$ cat config.mk
export PLATFORM = sky130hd
export DESIGN_NAME = dram_edo_ctrl
export DESIGN_NICKNAME = d
export VERILOG_FILES = /design/src/rtl/dram_pkg.sv /design/src/rtl/dram_phase_cnt.sv /design/src/rtl/dram_refresh_timer.sv /design/src/rtl/dram_edo_ctrl.sv
export SDC_FILE = /design/constraint.sdc
export NUM_CORES = 1
export LEC_CHECK = 0
export ABC_AREA = 1
export CAP_MARGIN = 0
export CORE_MARGIN = 2
export CORE_UTILIZATION = 51
export CTS_BUF_LIST = sky130_fd_sc_hd__clkbuf_4
export DETAILED_ROUTE_END_ITERATION = 16
export HOLD_SLACK_MARGIN = 0.1
export PLACE_DENSITY = 0.9
export SYNTH_ARGS = -nofsm -noshare
export SYNTH_HDL_FRONTEND = slang
export SYNTH_SLANG_ARGS = --single-unit
$ cat constraint.sdc
create_clock -name clk -period 1.9 [get_ports clk]
set_input_delay 0.38 -clock clk [delete_from_list [all_inputs] [get_ports clk]]
set_output_delay 0.38 -clock clk [all_outputs]
set_load 0.005 [all_outputs]
$ cat src/rtl/dram_pkg.sv
package dram_pkg;

    typedef enum logic [3:0] {
        ST_PWRUP,
        ST_IDLE,
        ST_ROW,
        ST_RASH,
        ST_COL,
        ST_CAS,
        ST_RCAS,
        ST_RRAS,
        ST_PRE
    } dram_state_e;

    function automatic int cdiv(input int num, input int den);
        return (num + den - 1) / den;
    endfunction

    function automatic int imax(input int a, input int b);
        return (a > b) ? a : b;
    endfunction

endpackage

$ cat src/rtl/dram_phase_cnt.sv
module dram_phase_cnt #(
    parameter int W        = 8,
    parameter int INIT_VAL = 0
) (
    input  logic         clk,
    input  logic         rst_n,
    input  logic         load,
    input  logic [W-1:0] load_val,
    output logic         expired
);
    logic [W-1:0] cnt_q;

    always_ff @(posedge clk or negedge rst_n) begin
        if (!rst_n)
            cnt_q <= W'(INIT_VAL);
        else if (load)
            cnt_q <= load_val;
        else if (cnt_q != '0)
            cnt_q <= cnt_q - 1'b1;
    end

    assign expired = (cnt_q == '0);
endmodule

$ cat src/rtl/dram_refresh_timer.sv
module dram_refresh_timer #(
    parameter int INTERVAL = 1953
) (
    input  logic clk,
    input  logic rst_n,
    input  logic run,
    output logic tick
);
    localparam int TW = $clog2(INTERVAL + 1);

    logic [TW-1:0] cnt_q;

    always_ff @(posedge clk or negedge rst_n) begin
        if (!rst_n)
            cnt_q <= '0;
        else if (!run)
            cnt_q <= '0;
        else if (cnt_q == TW'(INTERVAL - 1))
            cnt_q <= '0;
        else
            cnt_q <= cnt_q + 1'b1;
    end

    assign tick = run && (cnt_q == TW'(INTERVAL - 1));
endmodule

$ cat src/rtl/dram_edo_ctrl.sv
module dram_edo_ctrl
    import dram_pkg::*;
#(
    parameter int CLK_NS         = 8,
    parameter int T_RAC_NS       = 60,
    parameter int T_CAC_NS       = 15,
    parameter int T_AA_NS        = 30,
    parameter int T_RC_NS        = 104,
    parameter int T_RP_NS        = 40,
    parameter int T_RAH_NS       = 10,
    parameter int REF_WINDOW_US  = 32000,
    parameter int REF_ROWS       = 2048,
    parameter int PWRUP_CYCLES   = 25000,
    parameter int INIT_REFRESHES = 8,
    parameter int AW             = 11,
    parameter int DW             = 4
) (
    input  logic            clk,
    input  logic            rst_n,
    input  logic            req_valid,
    output logic            req_ready,
    input  logic            req_write,
    input  logic [2*AW-1:0] req_addr,
    input  logic [DW-1:0]   req_wdata,
    output logic            rd_valid,
    output logic [DW-1:0]   rd_data,
    output logic            dram_ras_n,
    output logic            dram_cas_n,
    output logic            dram_we_n,
    output logic            dram_oe_n,
    output logic [AW-1:0]   dram_addr,
    output logic [DW-1:0]   dram_dq_out,
    output logic            dram_dq_oe,
    input  logic [DW-1:0]   dram_dq_in
);
    // Phase lengths in clock cycles
    localparam int RAH_CYC = imax(1, cdiv(T_RAH_NS, CLK_NS));
    localparam int CAP_CYC = imax(cdiv(T_RAC_NS, CLK_NS),
                             imax(RAH_CYC + 1 + cdiv(T_CAC_NS, CLK_NS),
                                  RAH_CYC + cdiv(T_AA_NS, CLK_NS)));
    localparam int CAS_CYC = imax(1, CAP_CYC - RAH_CYC - 1);
    localparam int RAS_CYC = RAH_CYC + 1 + CAS_CYC;
    localparam int RC_CYC  = cdiv(T_RC_NS, CLK_NS);
    localparam int RP_CYC  = cdiv(T_RP_NS, CLK_NS);
    // RAS is high for PRE plus IDLE plus ROW (or RCAS)
    localparam int PRE_CYC = imax(1, imax(RP_CYC - 2, RC_CYC - RAS_CYC - 2));
    localparam int REF_INT = (REF_WINDOW_US * 1000) / REF_ROWS / CLK_NS;
    localparam int MAX_PH  = imax(PWRUP_CYCLES, imax(RAS_CYC, PRE_CYC));
    localparam int CW      = $clog2(MAX_PH + 1);
    localparam int IW      = $clog2(INIT_REFRESHES + 1);

    dram_state_e state_q, state_d;

    logic            ph_load, ph_done;
    logic [CW-1:0]   ph_len;
    logic            ref_tick, ref_pend_q;
    logic [IW-1:0]   init_left_q;
    logic            accept, enter_ref;
    logic [2*AW-1:0] acc_addr_q;
    logic            acc_wr_q;
    logic [DW-1:0]   acc_wdata_q;

    assign req_ready = (state_q == ST_IDLE) && (init_left_q == '0) && !ref_pend_q;
    assign accept    = req_valid && req_ready;
    assign enter_ref = (state_d == ST_RCAS) && (state_q != ST_RCAS);

    // Next-state logic
    always_comb begin
        state_d = state_q;
        unique case (state_q)
            ST_PWRUP: if (ph_done) state_d = ST_RCAS;
            ST_IDLE: begin
                if (init_left_q != '0 || ref_pend_q) state_d = ST_RCAS;
                else if (req_valid)                  state_d = ST_ROW;
            end
            ST_ROW:   state_d = ST_RASH;
            ST_RASH:  if (ph_done) state_d = ST_COL;
            ST_COL:   state_d = ST_CAS;
            ST_CAS:   if (ph_done) state_d = ST_PRE;
            ST_RCAS:  state_d = ST_RRAS;
            ST_RRAS:  if (ph_done) state_d = ST_PRE;
            ST_PRE:   if (ph_done) state_d = ST_IDLE;
            default:  state_d = ST_IDLE;
        endcase
    end

    // Phase length for the state about to be entered
    always_comb begin
        unique case (state_d)
            ST_RASH: ph_len = CW'(RAH_CYC - 1);
            ST_CAS:  ph_len = CW'(CAS_CYC - 1);
            ST_RRAS: ph_len = CW'(RAS_CYC - 1);
            ST_PRE:  ph_len = CW'(PRE_CYC - 1);
            default: ph_len = '0;
        endcase
    end
    assign ph_load = (state_d != state_q);

    dram_phase_cnt #(.W(CW), .INIT_VAL(PWRUP_CYCLES - 1)) u_phase (
        .clk      (clk),
        .rst_n    (rst_n),
        .load     (ph_load),
        .load_val (ph_len),
        .expired  (ph_done)
    );

    dram_refresh_timer #(.INTERVAL(REF_INT)) u_reftmr (
        .clk   (clk),
        .rst_n (rst_n),
        .run   (init_left_q == '0),
        .tick  (ref_tick)
    );

    // State register and bookkeeping of refresh requests
    always_ff @(posedge clk or negedge rst_n) begin
        if (!rst_n) begin
            state_q     <= ST_PWRUP;
            init_left_q <= IW'(INIT_REFRESHES);
            ref_pend_q  <= 1'b0;
            acc_addr_q  <= '0;
            acc_wr_q    <= 1'b0;
            acc_wdata_q <= '0;
        end else begin
            state_q <= state_d;
            if (enter_ref && init_left_q != '0)
                init_left_q <= init_left_q - 1'b1;
            if (ref_tick)
                ref_pend_q <= 1'b1;
            else if (enter_ref && init_left_q == '0)
                ref_pend_q <= 1'b0;
            if (accept) begin
                acc_addr_q  <= req_addr;
                acc_wr_q    <= req_write;
                acc_wdata_q <= req_wdata;
            end
        end
    end

    // Registered outputs, decoded from the next state
    always_ff @(posedge clk or negedge rst_n) begin
        if (!rst_n) begin
            dram_ras_n  <= 1'b1;
            dram_cas_n  <= 1'b1;
            dram_we_n   <= 1'b1;
            dram_oe_n   <= 1'b1;
            dram_addr   <= '0;
            dram_dq_out <= '0;
            dram_dq_oe  <= 1'b0;
            rd_valid    <= 1'b0;
            rd_data     <= '0;
        end else begin
            dram_ras_n <= !(state_d inside {ST_RASH, ST_COL, ST_CAS, ST_RRAS});
            dram_cas_n <= !(state_d inside {ST_CAS, ST_RCAS, ST_RRAS});
            dram_we_n  <= !(state_d == ST_CAS && acc_wr_q);
            dram_oe_n  <= !(state_d == ST_CAS && !acc_wr_q);
            dram_dq_oe <= (state_d inside {ST_COL, ST_CAS}) && acc_wr_q;
            dram_dq_out <= acc_wdata_q;
            unique case (state_d)
                ST_ROW:         dram_addr <= req_addr[2*AW-1:AW];
                ST_RASH:        dram_addr <= acc_addr_q[2*AW-1:AW];
                ST_COL, ST_CAS: dram_addr <= acc_addr_q[AW-1:0];
                default:        dram_addr <= dram_addr;
            endcase
            rd_valid <= 1'b0;
            if (state_q == ST_CAS && ph_done && !acc_wr_q) begin
                rd_valid <= 1'b1;
                rd_data  <= dram_dq_in;
            end
        end
    end
endmodule

Word-level counts from Yosys, hierarchy flattened
Index checks and enable logic that the tools add are counted.

storage, ports and cells
  bits in registers = 87
  input port bits = 34
  output and inout bits = 26
  word-level logic and storage cells = 86

cells by class
  add/subtract/negate cells = 3
  equal/unequal tests = 18
  mux-type cells = 16
  reductions and logical operators = 32

operators by type and width
  operator               number
  $pmux 11 s3            1
  $eq 4x3->1 const B     8
  $pmux 4 s8             1
  $mux 15                2
  $mux 4                 6
  $mux 11                2
  $eq 4x2->1 const B     4
  $logic_not 15->1       1
  $reduce_bool 15->1     1
  $sub 15x1->15 const B  1
  $logic_and 1x1->1      12
  $pmux 3 s4             1
  $add 11x1->11 const B  1
  $eq 11x11->1 const B   1
  $eq 4x4->1 const B     2
  $logic_not 4->1        2
  $reduce_bool 4->1      2
  $logic_not 1->1        6
  $reduce_bool 2->1      3
  $reduce_bool 3->1      2
  $eq 4x1->1 const B     1
  $ne 4x3->1 const B     1
  $ne 4x4->1             1
  $reduce_or 2->1        2
  3 further kinds        5

Logic depth before layout (Yosys ltp)
Gate-level depths: netlist (run 1).

  word-level depth = 9
  mapped depth = 15
  depth with buffers taken out = 14

Hierarchy
A second synthesis (run 1) with hierarchy kept.

second synthesis, totals
  cell total of the unflattened synthesis = 551
  area, all modules = 4401.7 um2

modules (own cells, without submodules)
  module              times used  cells each  area an instance (um2)  sequential area each (um2)
  dram_edo_ctrl       1           335         2790.2                  1532.7
  dram_phase_cnt      1           139         1017.2                  385.4
  dram_refresh_timer  1           77          594.3                   275.3

Worst setup path after synthesis (run 1)
OpenSTA, ideal clock, no wires.

  path type = reg-to-reg
  start point = reg u_phase.cnt_q[0]
  end point = reg dram_addr[10]
  library setup time = 116 ps
  arrival = 1899 ps
  data required time = 1784 ps
  setup slack = -116 ps
  cell stages (with the launch flop) = 14
  buffers on the path = 1
  clock period less this slack = 2016 ps
  cells stage by stage = dfstp_2 inv_1 ha_1 nand2_2 nor2_2 nand3_2 nand2_4 nor2_2 nor2_8 a21oi_2 nand2_1 buf_6 nand2_1 nand2_1

between the ends
  longest elaborated chain between the ends = 6
  elaborated cells between the ends (all ways) = 13
  those cells by class = eq/ne: 4; mux: 6; reduce/logical: 3

RTL lines
  element                                           RTL line              text
  start: declaration                                dram_phase_cnt.sv:11  logic [W-1:0] cnt_q;
  start signal: assignment                          dram_phase_cnt.sv:15  cnt_q <= W'(INIT_VAL);
  start signal: assignment                          dram_phase_cnt.sv:17  cnt_q <= load_val;
  start signal: assignment                          dram_phase_cnt.sv:19  cnt_q <= cnt_q - 1'b1;
  $logic_not 15->1 *                                dram_phase_cnt.sv:22  assign expired = (cnt_q == '0);
  $mux 4, on equally long branches                  --
  $pmux 4 s8 *                                      dram_edo_ctrl.sv:70   unique case (state_q)
  $eq 4x3->1                                        dram_edo_ctrl.sv:158  unique case (state_d)
  $reduce_or 2->1                                   dram_edo_ctrl.sv:158
  $pmux 11 s3 or $reduce_bool 3->1 (tied branches)  --
  end signal: assignment                            dram_edo_ctrl.sv:159  ST_ROW: dram_addr <= req_addr[2*AW-1:AW];
  end signal: assignment                            dram_edo_ctrl.sv:160  ST_RASH: dram_addr <= acc_addr_q[2*AW-1:AW];
  end signal: assignment                            dram_edo_ctrl.sv:161  ST_COL, ST_CAS: dram_addr <= acc_addr_q[AW-1:0];
  end: declaration                                  dram_edo_ctrl.sv:31   output logic [AW-1:0] dram_addr,

Every way passes the cells marked *; elsewhere a longest branch is shown, timed or not.
A chain may end at the register's enable or synchronous reset.

Worst setup path after layout (run 1)
  start point = reg init_left_q[0]
  end point = reg dram_addr[10]

between the ends
  longest elaborated chain between the ends = 7
  elaborated cells between the ends (all ways) = 11
  those cells by class = eq/ne: 4; mux: 3; reduce/logical: 4

RTL lines
  element                                           RTL line              text
  start: declaration                                dram_edo_ctrl.sv:57   logic [IW-1:0] init_left_q;
  start signal: assignment                          dram_edo_ctrl.sv:118  init_left_q <= IW'(INIT_REFRESHES);
  start signal: assignment                          dram_edo_ctrl.sv:126  init_left_q <= init_left_q - 1'b1;
  $reduce_bool 4->1 *                               dram_edo_ctrl.sv:73   if (init_left_q != '0 || ref_pend_q) state_d = ST_RCAS;
  $logic_or 1x1->1 *                                dram_edo_ctrl.sv:73
  $mux 4 *                                          dram_edo_ctrl.sv:73
  $pmux 4 s8 *                                      dram_edo_ctrl.sv:70
  $eq 4x3->1                                        dram_edo_ctrl.sv:158
  $reduce_or 2->1                                   dram_edo_ctrl.sv:158
  $pmux 11 s3 or $reduce_bool 3->1 (tied branches)  --

Marked as above.

==> metrics.md, run 1 <==
| Metric | Value |
|---|---|
| Routed WL per cell | `a little over 20 um` |
| CTS Buf Count | `9` |
| CP top delay family | `simple AND/OR/NAND/NOR gates` |
| Clock transition at path regs | `0.18 ns` |
| FP Rows | `33` |
| Post-synth top area share | `a little over two fifths` |
| VDD IR-drop max | `approximately 0.00094 V` |
| Die area | `0.009075 mm2` |
| Yosys warning count | `0` |
| Area growth from synthesis to layout | `45.63%` |
| Clock sinks | `between 80 and 90` |
| Relative max-transition margin | `around 66%` |
| Reg2reg path depth | `12` |
| Routed wire length | `roughly 14 mm` |
| Die Y | `95.27 um` |
| Switching share of power | `48.36%` |
| Reg2Reg Setup Slack | `-0.26 ns` |
| Share of cells above drive strength 1 | `between 30% and 40%` |
| Worst-path cell chain | `inv_2 > ha_4 > buf_6 > nand4_1 > a21oi_2 > nand3_4 > nor2_8 > clkbuf_16 > nand3_1 > nand3_1 > nand2_1 > nand2_1` |
| Number of global-route vias before repair | `3,950` |
| Final worst setup slack | `-0.2644 ns` |
| Crit end category | `flop` |
| Syn nets | `about 500` |
| Critical path type | `flop to flop` |
| CP Launch Type | `flop` |
| Register bit total from synthesis | `between 80 and 90` |
| Post-synthesis simple-gate area fraction | `between 20 and 30%` |
| Synth Area in Adders | `about 1.2%` |
| Failing checks | `setup timing` |
| Comb pwr share | `between 60 and 70%` |
| Chip Width | `between 90 and 100 um` |
| Period minus WS final | `2.164 ns` |
| CP Depth | `12` |
| First-pass GRT wire length | `roughly 18 mm` |
| Initial antenna violation count | `0` |
| Top cells by area, synth | `dfrtp_1, nand2_1, dfstp_2, nand3_1, nor2_1` |
| P_sw | `approximately 6.2 mW` |
| Ant diodes | `0` |
| Layout Skew | `approximately 0.034 ns` |
| Antenna viol nets, final | `0` |
| Unrepaired setup endpoints after global routing | `true` |
| GR Util met3 | `~5.7%` |
| Dominant cell type by area after synthesis | `dfrtp_1` |
| Largest net degree at the start of global routing | `36` |
| Starting Density | `between 50 and 60%` |
| Post-Place Worst Slack | `-0.3834 ns` |
| IO Count | `60` |
| Final setup vio count | `32` |
| Largest family of logic cells by synthesized area | `simple AND/OR/NAND/NOR gates` |
| Power Internal | `6.644 mW` |
| Util after Layout | `approximately 76%` |
| XOR/XNOR Fraction of Synth Area | `3.711%` |
| Crit-path max FO | `6` |
| Status | `complete, but fails checks` |
| Iter 0 DRT Violations | `385` |
| Vias | `4,130` |
| Worst endpoint required time | `2.32 ns` |
| CP Buf/Inv Count | `3` |
| Hold Fails Final Rpt | `0` |
| Synthesized netlist cell count | `around 450` |
| GRT Max-Usage Layer | `met2` |
| Global placer's final weighted congestion | `0.8867` |
| Syn Area/Cell | `9.419 um2` |
| Clock Power Share | `under 10%` |
| CTS tree | `built` |
| Final Total Pwr | `12.87 mW` |
| Seq/Total Area, Yosys | `between 50% and 60%` |
| Core area | `between 0.008 and 0.009 mm2` |
| Final Cycle Share | `113.9%` |
| Pins Over Slew Limit | `0` |
| Multiplexer area fraction after synthesis | `6.892%` |
| Total Nets Final | `a little over 600` |
| Type of the tightest min-delay check | `input port to asynchronous set/reset pin` |
| Most frequent cells in the layout | `nand2_1, dfrtp_1, buf_4, clkdlybuf4s50_1, nand3_1` |
| Root Driver | `clkbuf_4` |
| Max incr delay on CP | `0.42 ns` |
| Gr ovfl total | `0` |
| Yosys cell types | `37` |
| H-tree levels | `3` |
| Compound-Gate Fraction of Synth Area | `~3%` |
| Vias per cell | `approximately 6.0` |
| Synthesized cell area | `roughly 0.0042 mm2` |
| Pre-Repair DR Iteration Count | `6` |
| Leak pwr | `between 2 and 3 nW` |
| PwrDens | `between 2000 and 2500 mW/mm2` |
| MaxCap Viol Count | `0` |
| IO Port Bufs | `59` |
| Clock buffer depth | `2` |
| Met2 Usage GRT | `between 40 and 50%` |
| GRT met1 Usage | `a little under a third` |
| Clock latency on the worst-skew pair | `about 0.47 ns` |
| Overall Global Routing Usage | `between 20% and 30%` |
| Max Fclk | `462.0 MHz` |
| DRC errors left | `0` |
| Slowest-stage cell, CP | `dfrtp_1` |
| Worst Max-Slew Pin Slew | `0.5133 ns` |
| Reg power frac | `24.4%` |
| CP arrival | `between 2 and 3 ns` |
| # fillers | `between 400 and 500` |
| Commonest non-fill, non-tap cell in the layout | `nand2_1` |
| DPL Wire Length | `7.302 mm` |
-- Yosys cell counts --
cell      count
clkbuf_1      1
nand4_1       6
or2_2         1
dfrtp_1      74
nor3_1        9
buf_6         3
a21oi_2       2
ha_1          4
nor2_1       49
nand2_1      94
xor2_1       10
nor3_2        3
mux2_2       12
inv_1        30
nand2_2       3
nor2_4        1
o21ai_2       1
nor2_2        7
mux2_1       14
nor3b_1       2
inv_2         7
nand3_2      11
a21oi_1       7
dfstp_2      13
nor4_1        2
nor2_8        1
xnor2_1       8
nand2_4       2
nand3_4       2
a21boi_0      1
o21ai_0       4
a31oi_1       1
o21ai_1       5
buf_4         2
buf_2         6
o21a_1        1
nand3_1      52
-- power groups by stage --
stage	combinational (mW)	clock [mW]	sequential, mW
after CTS	6.63	1.06	3.05
after global routing	9.08	1.16	3.18
after detailed placement	5.69	0	3.08
after floorplan	3.67	0	3.05
final	8.64	1.08	3.14
after global placement	5.44	0	3.05
-- per-layer routing --
metal  vias up  wire length [um]
met5         -                 0
met4         0               811
met3        86              1076
met2       278              7107
met1      2027              5058
li1       1739                 -
-- layout make-up --
type	instances	area [um2]	share of cell area, %
clock buffer	9	67.56	1.092
tap	105	131.4	2.124
inverter	37	138.9	2.245
multi-input combinational	316	2282	36.89
sequential	87	2195	35.48
clock inverter	7	75.07	1.214
timing repair buffer	130	1296	20.95
-- final timing paths --
kind	start	endpoint
setup / recovery	init_left_q[0]	dram_addr[10]
hold / removal	rst_n	dram_addr[1]
setup reg to reg	init_left_q[0]	dram_addr[10]
hold reg to reg	acc_wdata_q[0]	dram_dq_out[0]
max in group asynchronous	rst_n	init_left_q[3]
min in group clk	acc_wdata_q[0]	dram_dq_out[0]
-- logic make-up after synthesis --
kind of cell | Yosys count
flops | 87
buf+inv | 49
compound gates | 22
mux | 26
fa+ha+maj | 4
simple gates | 245
xor+xnor | 18
-- repair_timing --
item                                    CTS  global route
cloned                                    2             3
hold endpoints to repair                 21             0
resized for setup                        43            78
pin swaps                                 6            28
endpoints found under the setup margin   35            69
hold buffers                              1             0
setup buffers                            11             6
-- per-stage QoR --
step | cell area [um2] | setup TNS, ns | instances | hold slack [ns]
3_3_place_gp | 5338 | -6.285 | 655 | 0.3558
2_1_floorplan | 4273 | 0 | 451 | 0.08441
3_5_place_dp | 5338 | -9.556 | 655 | 0.3595
5_1_grt | 6186 | -7.880 | 691 | 0.4165
4_1_cts | 5776 | -1.044 | 684 | 0.4036
6_report | 6186 | -5.562 | 691 | 0.3903
-- sequential cells by signal (all words and copies together) (netlist names) --
signal / flops
acc_addr_q: 22
u_phase.cnt_q: 15
dram_ras_n: 1
acc_wdata_q: 4
dram_dq_oe: 1
acc_wr_q: 1
state_q: 4
u_reftmr.cnt_q: 11
rd_valid: 1
init_left_q: 4
dram_oe_n: 1
dram_addr: 11
dram_we_n: 1
ref_pend_q: 1
dram_dq_out: 4
rd_data: 4
dram_cas_n: 1
Power figures use the tool's default switching activity.
==> run 2: changes to the inputs <==
--- a/config.mk
+++ b/config.mk
@@ -7,12 +7,13 @@
 export LEC_CHECK = 0
 export ABC_AREA = 1
 export CAP_MARGIN = 0
+export CORE_ASPECT_RATIO = 2
 export CORE_MARGIN = 2
-export CORE_UTILIZATION = 51
+export CORE_UTILIZATION = 50
 export CTS_BUF_LIST = sky130_fd_sc_hd__clkbuf_4
 export DETAILED_ROUTE_END_ITERATION = 16
 export HOLD_SLACK_MARGIN = 0.1
-export PLACE_DENSITY = 0.9
+export PLACE_DENSITY = 0.86
 export SYNTH_ARGS = -nofsm -noshare
 export SYNTH_HDL_FRONTEND = slang
 export SYNTH_SLANG_ARGS = --single-unit
==> constraint.sdc (replaced) <==
create_clock -name clk -period 2.2 [get_ports clk]
set_input_delay 0.44 -clock clk [delete_from_list [all_inputs] [get_ports clk]]
set_output_delay 0.44 -clock clk [all_outputs]
set_load 0.005 [all_outputs]
==> run 2 against run 1 <==
Net effect:
- the run now ends clean
- worst setup slack improved by 0.34 ns
- clock-buffer cell count increased by 1
- sequential share of layout area increased by 5.8 points
- global-route usage fell by 5.2 points
==> metrics.md, run 2 (synthesis gave the netlist of run 1 again) <==
| Metric | Value |
|---|---|
| Status | `finished, final reports clean` |
| Largest register FFs | `22 (unchanged)` |
| Chip Width | `69.18 um (-27%)` |
| Max Fclk | `~470 MHz` |
| Die area | `0.009294 mm2 (+2.4%)` |
| Crit-path max FO | `7 (+1)` |
| Clock transition at path regs | `0.14 ns (-0.04 ns)` |
| Post-Place Worst Slack | `-0.07715 ns (+0.3063 ns)` |
| Reg2reg path depth | `13 (+1)` |
| Share of cells above drive strength 1 | `22.16% (-16 points)` |
| Pins Over Slew Limit | `0 (unchanged)` |
| CTS Buf Count | `9 (unchanged)` |
| # fillers | `641 (+48%)` |
| Worst r2r src | `u_phase.cnt_q[0]` |
| Largest net degree at the start of global routing | `44 (+22%)` |
| Type of the tightest min-delay check | `flop to flop` |
| Finished Cell Area | `0.005311 mm2 (-14%)` |
| Routed WL per cell | `14.76 um (-27%)` |
| Register area | `0.002195 mm2 (unchanged)` |
| Core area | `0.008292 mm2 (+1.9%)` |
| Setup TNS | `0 ns (+5.562 ns)` |
| Period minus WS final | `2.125 ns` |
| Hold EP | `dram_dq_out[2]` |
| Clock sinks | `87 (unchanged)` |
| HP Start | `acc_wdata_q[2]` |
| CP Launch Type | `flop` |
| GRT met1 Usage | `23.25% (-8.3 points)` |
| CP arrival | `1.69 ns (-0.90 ns)` |
| GR Util met3 | `3.832% (-1.9 points)` |
| Worst-path cell chain | `inv_2 > nand3_2 > nor3_4 > dlygate4sd2_1` |
| IO Port Bufs | `59 (unchanged)` |
| Pre-Repair DR Iteration Count | `4 (-2)` |
| Die Y | `134.4 um (+41%)` |
| Total Nets Final | `570 (-7.9%)` |
| Most frequent cells in the layout | `nand2_1, dfrtp_1, clkdlybuf4s50_1, nand3_1, nor2_1` |
| Critical path type | `flop to output port` |
| Final worst setup slack | `0.07485 ns (+0.3392 ns)` |
| Routed wire length | `9.375 mm (-33%)` |
| Starting Density | `51.23% (-0.99 points)` |
| Hold Fails Final Rpt | `0 (unchanged)` |
| CTS tree | `built` |
| Number of global-route vias before repair | `3,575 (-9.5%)` |
| Leak pwr | `2.485 nW (-13%)` |
| DRC errors left | `0 (unchanged)` |
| CP Buf/Inv Count | `2 (-1)` |
| Layout Skew | `0.01847 ns (-0.01517 ns)` |
| Largest reg by FF count | `acc_addr_q` |
| Clock buffer depth | `2 (unchanged)` |
| Root Driver | `clkbuf_4` |
| Antenna viol nets, final | `0 (unchanged)` |
| Vias per cell | `5.313 (-11%)` |
| Top flop regs | `acc_addr_q x22, u_phase.cnt_q x15` |
| Initial antenna violation count | `0 (unchanged)` |
| Global placer's final weighted congestion | `0.8830 (-0.42%)` |
| Vias | `3,374 (-18%)` |
| PwrDens | `1549 mW/mm2 (-26%)` |
| FP Rows | `47 (+42%)` |
| Final Cycle Share | `just under 100%` |
| Commonest non-fill, non-tap cell in the layout | `nand2_1` |
| Max incr delay on CP | `0.48 ns (+0.06 ns)` |
| Overall Global Routing Usage | `21.30% (-5.2 points)` |
| Final Total Pwr | `8.229 mW (-36%)` |
| Multi-input gate area | `0.001941 mm2 (-15%)` |
| Worst Max-Slew Pin Slew | `0.4024 ns (-0.1109 ns)` |
| Crit end category | `output port` |
| VDD IR-drop max | `0.0008119 V (-13%)` |
| Hold Path Depth | `0` |
| Met2 Usage GRT | `38.68% (-6.3 points)` |
| Gr ovfl total | `0 (unchanged)` |
| GRT Max-Usage Layer | `met2` |
| CP top delay family | `flip-flops` |
| IO Count | `60 (unchanged)` |
| Clock latency on the worst-skew pair | `0.45 ns (-0.02 ns)` |
| Slowest-stage cell, CP | `dfrtp_2` |
| Post-route insts no fill | `635 (-8.1%)` |
| H-tree levels | `3 (unchanged)` |
| MaxCap Viol Count | `0 (unchanged)` |
| First-pass GRT wire length | `15.97 mm (-13%)` |
| Iter 0 DRT Violations | `217 (-44%)` |
| Relative max-transition margin | `73.07% (+7.3 points)` |
| Area growth from synthesis to layout | `25.04%` |
| Reg2Reg Setup Slack | `0.16 ns (+0.42 ns)` |
| DPL Wire Length | `6.866 mm (-6.0%)` |
| Cell Area, Placed | `0.005039 mm2 (-5.6%)` |
| Final setup vio count | `0 (-100%)` |
| Ant diodes | `0 (unchanged)` |
| Worst endpoint required time | `1.76 ns (-0.56 ns)` |
| Placed cell count | `616 (-6.0%)` |
| Worst reg2reg path endpoint | `u_phase.cnt_q[12]` |
## run 2: changes by cell type in the layout (fill, tap and decap cells not counted), sizes merged, moves of 2 or more
cell,previous run,this run
clkinv,2,5
clkdlybuf4s50,54,57
buf,70,23
inv,41,37
dlymetal6s2s,2,0
## run 2: area by class of cell
class	count	area share (%)
tap	98	2.309
clock buffer	10	1.413
inverter	37	2.615
clock inverter	6	1.154
timing repair buffer	82	14.65
multi-input combinational	315	36.54
sequential	87	41.32
## run 2: worst max-delay path by stage
| stage | slack (ns) | cells after the start | endpoint | from |
|---|---|---|---|---|
| after global routing | -0.0002 | 13 | u_phase.cnt_q[12] | u_phase.cnt_q[0] |
| after floorplan | 0.18 | 13 | dram_addr[10] | u_phase.cnt_q[0] |
| after CTS | 0.04 | 13 | u_phase.cnt_q[2] | u_phase.cnt_q[1] |
| after global placement | -0.04 | 11 | dram_addr[5] | req_valid |
| final | 0.07 | 4 | req_ready | state_q[1] |
| after detailed placement | -0.08 | 12 | dram_addr[5] | u_phase.cnt_q[1] |
## run 2: stage by stage
stage	util (%)	hold slack [ns]
after floorplan	-	0.1444
after global placement	60.77	0.3560
after detailed placement	60.77	0.3681
after CTS	63.15	0.3967
after global routing	64.06	0.4080
final	64.06	0.3925
## run 2: power by group
part	total [mW]	internal, mW	switching (mW)
combinational	4.65	2.01	2.64
clock	0.885	0.356	0.529
sequential	2.70	2.29	0.402
## run 2: routing by layer
layer	wire [um]	up-vias
met5	0	-
met4	278	0
met3	332	27
met2	5251	88
met1	3514	1625
li1	-	1634
## run 2: what timing repair did
action,CTS,global route
hold buffers,1,0
endpoints found under the hold margin,22,0
pin swaps,2,5
buffers inserted,1,1
setup endpoints to repair,14,34
resized for setup,12,16
